### config.mk
export PLATFORM = sky130hd
export DESIGN_NAME = sysctl_port_bank
export DESIGN_NICKNAME = d
export VERILOG_FILES = /design/src/rtl/sysctl_pkg.sv /design/src/rtl/sysctl_io_decode.sv /design/src/rtl/sysctl_io_regs.sv /design/src/rtl/sysctl_err_window.sv /design/src/rtl/sysctl_port_bank.sv
export SDC_FILE = /design/constraint.sdc
export NUM_CORES = 1
export LEC_CHECK = 0
export BUFFER_PORTS_ARGS = -buffer_cell sky130_fd_sc_hd__clkbuf_2
export CAP_MARGIN = 0
export CORE_UTILIZATION = 35
export DETAILED_ROUTE_END_ITERATION = 7
export PLACE_DENSITY = 0.85
export SLEW_MARGIN = 0
export SYNTH_ARGS = -nofsm -noshare
export SYNTH_HDL_FRONTEND = slang
export SYNTH_SLANG_ARGS = --single-unit
### constraint.sdc
create_clock -name clk_i -period 3.2 [get_ports clk_i]
set_clock_uncertainty 0.05 [all_clocks]
set_input_delay 0.32 -clock clk_i [delete_from_list [all_inputs] [get_ports clk_i]]
set_output_delay 0.32 -clock clk_i [all_outputs]
set_load 0.02 [all_outputs]
### src/rtl/sysctl_pkg.sv
`timescale 1ns/1ps
package sysctl_pkg;
  localparam int NPORT = 10;

  typedef enum int {
    P_SRST = 0, P_LIGHT = 1, P_EQUIP = 2, P_PW1 = 3, P_PW2 = 4,
    P_L2INV = 5, P_KEY = 6, P_SYSCTL = 7, P_MAPT = 8, P_BOARD = 9
  } port_e;

  localparam logic [NPORT-1:0][15:0] PORT_ADDR = {
    16'h0852, 16'h0850, 16'h081C, 16'h0818, 16'h0814,
    16'h0812, 16'h0810, 16'h080C, 16'h0808, 16'h0092
  };

  // MSB-first flag numbering
  function automatic logic [7:0] flag(input int n);
    return 8'(1) << (7 - n);
  endfunction

  localparam logic [7:0] SRST_MASK   = flag(7);
  localparam logic [7:0] LE_REQ      = flag(6);
  localparam logic [7:0] SYSCTL_MASK = flag(0) | flag(1) | flag(2) | flag(3);
  localparam logic [7:0] MAPT_MASK   = flag(7);
  localparam logic [7:0] FLOAT_VAL   = 8'hFF;
  localparam logic [1:0] SZ_WORD     = 2'd2;
endpackage

### src/rtl/sysctl_io_decode.sv
`timescale 1ns/1ps
module sysctl_io_decode
  import sysctl_pkg::*;
#(
  parameter int IO_AW = 16
) (
  input  logic [IO_AW-1:0] addr_i,
  output logic [NPORT-1:0] sel_o
);
  for (genvar i = 0; i < NPORT; i++) begin : g_port
    assign sel_o[i] = (addr_i == IO_AW'(PORT_ADDR[i]));
  end
endmodule

### src/rtl/sysctl_io_regs.sv
`timescale 1ns/1ps
module sysctl_io_regs
  import sysctl_pkg::*;
(
  input  logic             clk_i,
  input  logic             rst_ni,
  input  logic             wr_i,
  input  logic [NPORT-1:0] sel_i,
  input  logic [7:0]       wdata_i,
  output logic [7:0]       srst_q_o,
  output logic [7:0]       sysctl_q_o,
  output logic [7:0]       mapt_q_o,
  output logic             mode_err_o
);
  logic wr_srst, wr_sysctl, wr_mapt;
  assign wr_srst   = wr_i & sel_i[P_SRST];
  assign wr_sysctl = wr_i & sel_i[P_SYSCTL];
  assign wr_mapt   = wr_i & sel_i[P_MAPT];

  always_ff @(posedge clk_i or negedge rst_ni) begin
    if (!rst_ni) begin
      srst_q_o   <= 8'h00;
      sysctl_q_o <= 8'h00;
      mapt_q_o   <= MAPT_MASK;
      mode_err_o <= 1'b0;
    end else begin
      if (wr_srst)   srst_q_o   <= wdata_i & SRST_MASK;
      if (wr_sysctl) sysctl_q_o <= wdata_i & SYSCTL_MASK;
      if (wr_mapt)   mapt_q_o   <= wdata_i & MAPT_MASK;
      mode_err_o <= wr_srst & |(wdata_i & LE_REQ);
    end
  end
endmodule

### src/rtl/sysctl_err_window.sv
`timescale 1ns/1ps
module sysctl_err_window
  import sysctl_pkg::*;
#(
  parameter int          MEM_AW   = 32,
  parameter logic [31:0] WIN_BASE = 32'hBFFF_EFF0
) (
  input  logic              clk_i,
  input  logic              rst_ni,
  input  logic              rd_i,
  input  logic              wr_i,
  input  logic [MEM_AW-1:0] addr_i,
  input  logic [1:0]        size_i,
  output logic              hit_o,
  output logic [31:0]       rdata_o,
  output logic              bad_o
);
  localparam logic [MEM_AW-3:0] BASE_W = WIN_BASE[MEM_AW-1:2];

  logic in_win;
  assign in_win  = (addr_i[MEM_AW-1:2] == BASE_W);
  assign hit_o   = rd_i & in_win & (addr_i[1:0] == 2'b00) & (size_i == SZ_WORD);
  assign rdata_o = 32'h0;

  always_ff @(posedge clk_i or negedge rst_ni) begin
    if (!rst_ni) bad_o <= 1'b0;
    else         bad_o <= wr_i & in_win;
  end
endmodule

### src/rtl/sysctl_port_bank.sv
`timescale 1ns/1ps
module sysctl_port_bank
  import sysctl_pkg::*;
#(
  parameter int          IO_AW     = 16,
  parameter int          MEM_AW    = 32,
  parameter logic [7:0]  EQUIP_VAL = 8'h00,
  parameter logic [7:0]  BOARD_ID  = 8'h00,
  parameter logic [31:0] WIN_BASE  = 32'hBFFF_EFF0
) (
  input  logic              clk_i,
  input  logic              rst_ni,
  input  logic              io_rd_i,
  input  logic              io_wr_i,
  input  logic [IO_AW-1:0]  io_addr_i,
  input  logic [7:0]        io_wdata_i,
  output logic [7:0]        io_rdata_o,
  output logic              io_hit_o,
  input  logic              mem_rd_i,
  input  logic              mem_wr_i,
  input  logic [MEM_AW-1:0] mem_addr_i,
  input  logic [1:0]        mem_size_i,
  output logic [31:0]       mem_rdata_o,
  output logic              mem_hit_o,
  output logic              soft_reset_o,
  output logic              noncontig_map_o,
  output logic              mode_err_o,
  output logic              bad_access_o
);
  logic [NPORT-1:0] sel;
  logic [7:0]       srst_q, sysctl_q, mapt_q;

  sysctl_io_decode #(.IO_AW(IO_AW)) u_dec (
    .addr_i (io_addr_i),
    .sel_o  (sel)
  );

  sysctl_io_regs u_regs (
    .clk_i      (clk_i),
    .rst_ni     (rst_ni),
    .wr_i       (io_wr_i),
    .sel_i      (sel),
    .wdata_i    (io_wdata_i),
    .srst_q_o   (srst_q),
    .sysctl_q_o (sysctl_q),
    .mapt_q_o   (mapt_q),
    .mode_err_o (mode_err_o)
  );

  sysctl_err_window #(.MEM_AW(MEM_AW), .WIN_BASE(WIN_BASE)) u_win (
    .clk_i   (clk_i),
    .rst_ni  (rst_ni),
    .rd_i    (mem_rd_i),
    .wr_i    (mem_wr_i),
    .addr_i  (mem_addr_i),
    .size_i  (mem_size_i),
    .hit_o   (mem_hit_o),
    .rdata_o (mem_rdata_o),
    .bad_o   (bad_access_o)
  );

  assign io_hit_o        = (io_rd_i | io_wr_i) & |sel;
  assign soft_reset_o    = |(srst_q & SRST_MASK);
  assign noncontig_map_o = |(mapt_q & MAPT_MASK);

  // write-only and unmapped ports float high
  always_comb begin
    io_rdata_o = FLOAT_VAL;
    unique case (1'b1)
      sel[P_SRST]:   io_rdata_o = srst_q;
      sel[P_EQUIP]:  io_rdata_o = EQUIP_VAL;
      sel[P_KEY]:    io_rdata_o = 8'h00;
      sel[P_SYSCTL]: io_rdata_o = sysctl_q;
      sel[P_MAPT]:   io_rdata_o = mapt_q;
      sel[P_BOARD]:  io_rdata_o = BOARD_ID;
      default:       io_rdata_o = FLOAT_VAL;
    endcase
  end
endmodule

==> results.py <==
metrics = {
    "power_and_ir_drop": {
        "total_power_mw": 0.276,
        "leakagePower_nw": 0.689,
        "ir_drop_mv": 0.102,
        "power.density_nw_per_um2": 225,
    },
    "floorplan": {
        "core_um2": 2480,
        "io_pins": 110,
        "dieArea_um2": 2820,
        "die_w_um": 53.1,
        "start_util": 0.369,
        "die_h_um": 53.1,
        "row_count": 18,
    },
    "cts": {
        "cts_sinks": 8,
        "cts_resized": 0,
        "htree_levels": 1,
        "root_buffer": "clkbuf_4",
        "cts_setup_buffers": 0,
        "insertion_delay_ns": 0.24,
        "cts_tree": "done",
        "holdBufCountCts": 1,
        "clk_pin_slew_worst_paths_ns": 0.05,
        "cts-buffers-inserted": 3,
        "cts_buffer_depth": 2,
    },
    "yosys": {
        "ys.flop_type": "dfrtp_1",
        "async_reset_ff_frac": 1.00,
        "ys_seq_area_frac": 0.220,
        "yosys_warnings": 0,
        "postSynthCellCount": 98,
        "ys_types": 30,
        "avgSynthCellArea_um2": 9.33,
        "ys_seq_elements": 8,
        "synth_edf_count": 0,
        "netlist_area_um2": 915,
    },
    "sta": {
        "setup_viol": 0,
        "rsz0062_at_grt": "false",
        "fmaxAchievable_mhz": 473,
        "fin_hold_ws_ns": 0.247,
        "setup-tns-final_ns": 0,
        "fin_crit_sh": 0.661,
        "hold_viol": 0,
        "maxSlewViolCount": 0,
        "min_period_ns": 2.11,
    },
    "placed_design": {
        "placed_area_um2": 1190,
        "dp_hpwl_um": 1780,
        "gp_congestion": 0.729,
        "port_buffers": 75,
    },
    "global_route": {
        "use_met2": 0.259,
        "grt_usage": 0.132,
        "grt_pass1_wl_um": 2720,
        "grt_pass1_vias": 734,
        "grtUsageMet3": 0.0259,
        "use_met1": 0.142,
        "grt_max_degree": 10,
        "antenna_found_initial": 0,
        "grt_busiest_layer": "met2",
        "grt_overflow": 0,
    },
    "route": {
        "drtIter0Drc": 5,
        "via_per_inst": 4.43,
        "route.detailed.wl_per_inst_um": 9.60,
        "drtPass1Iterations": 4,
        "route.detailed.drc": 0,
        "vias": 909,
        "routed_wl_um": 1970,
        "ant_nets": 0,
    },
    "critical_path": {
        "rr_worst_depth": 1,
        "worst_setup_path_start_kind": "primary input",
        "crit_end": "io_rdata_o[0]",
        "r2r_end": "u_regs.srst_q_o[0]",
        "crit_arrival_ns": 1.74,
        "r2r_slack_ns": 2.38,
        "crit_fanout": 9,
        "cp.required_ns": 2.83,
        "end_kind": "primary output",
        "path_class": "primary input to primary output",
        "critical_path.startpoint": "io_addr_i[15]",
        "reg2reg_from": "u_regs.srst_q_o[0]",
    },
    "hold_path": {
        "hp-class": "primary input to flip-flop",
        "hold_start": "io_wdata_i[1]",
    },
    "layout": {
        "syn_to_final_growth_pct": 33.9,
        "design_area_um2": 1220,
        "antenna_cells": 0,
        "register_area_um2": 201,
        "multiInputGateArea_um2": 571,
        "final_util": 0.494,
        "n_fill_cell": 256,
        "nNetsFinal": 240,
        "drive_above_1_share": 0.520,
    },
    "run": {
        "cap_violations": 0,
    },
    "outcome": {
        "status": "finished clean",
    },
}
==> worst min-delay path by stage <==
stage	slack, ns	endpoint	cells past startpoint
4_1_cts	0.25	u_regs.mode_err_o	2
6_report	0.25	u_regs.mode_err_o	2
3_3_place_gp	0.13	u_regs.sysctl_q_o[6]	1
5_1_grt	0.24	u_regs.sysctl_q_o[7]	2
3_5_place_dp	0.13	u_regs.sysctl_q_o[7]	1
2_1_floorplan	-0.03	u_regs.mode_err_o	0
==> logic make-up after synthesis <==
family / after synthesis / synth area share
simple gates: 38 / 0.321
flops: 8 / 0.220
other cells: 1 / 0.00410
buf+inv: 35 / 0.283
mux: 6 / 0.0903
compound gates: 10 / 0.0807
==> synth_stat cells (2+ instances only) <==
library cell  count  area, um^2
nand4_1           4        25.0
mux2_4            4        60.1
nand2_1           5        18.8
nor2_1            4        15.0
a21o_1            4        30.0
and3_1            2        12.5
a21oi_1           2        10.0
nor3b_1           2        15.0
nand2b_1          2        12.5
dfrtp_1           7         175
nor3_1            2        10.0
nor4_4            3        63.8
buf_4            34         255
nand4b_1          4        35.0
nor4_1            4        25.0
==> through the flow <==
stage	worst slack, ns	cells
after CTS	1.06	205
after global routing	0.950	205
final	1.09	205
after floorplan	1.26	129
after detailed placement	1.06	200
after global placement	1.09	200
==> per-layer routing <==
layer  vias up  routed length [um]  share of wire
met5         -                   0              0
met4         0                   0              0
met3         0                 214           0.11
met2        63                1050           0.53
met1       400                 704           0.36
li1        446                   -              -
==> critical path: stages <==
cell and delay (ns):
clkbuf_2 0.10, nor4_4 0.36, nand4_1 0.18, o22a_1 0.34
a221o_1 0.29, clkbuf_2 0.16
==> cells in the final DEF (no fill, tap or decap), types with 4 or more instances in the layout <==
master | netlist | layout
mux2_4 | 4 | 4
conb_1 | 1 | 32
nor4_1 | 4 | 4
nand4b_1 | 4 | 4
nand2_1 | 5 | 5
dfrtp_1 | 7 | 7
nand4_1 | 4 | 4
a21o_1 | 4 | 4
nor2_1 | 4 | 4
clkbuf_2 | 0 | 75
==> registers in the layout (all words and copies together), names as in the netlist <==
| name | cells |
|---|---|
| u_win.bad_o | 1 |
| u_regs.srst_q_o | 1 |
| u_regs.mode_err_o | 1 |
| u_regs.sysctl_q_o | 4 |
| u_regs.mapt_q_o | 1 |
==> power breakdown <==
| group | switching, mW | internal (mW) | total [mW] |
|---|---|---|---|
| combinational | 0.0582 | 0.0346 | 0.0927 |
| sequential | 0.0000165 | 0.101 | 0.101 |
| clock | 0.0345 | 0.0477 | 0.0822 |
| total | 0.0927 | 0.184 | 0.276 |
==> final cells by class <==
cell class	count	share of cell area
multi-input combinational	86	0.466
sequential	8	0.164
tap	30	0.0306
timing repair buffer	76	0.315
inverter	1	0.00306
clock buffer	4	0.0215
No activity file was read; power rests on OpenSTA's default activity.
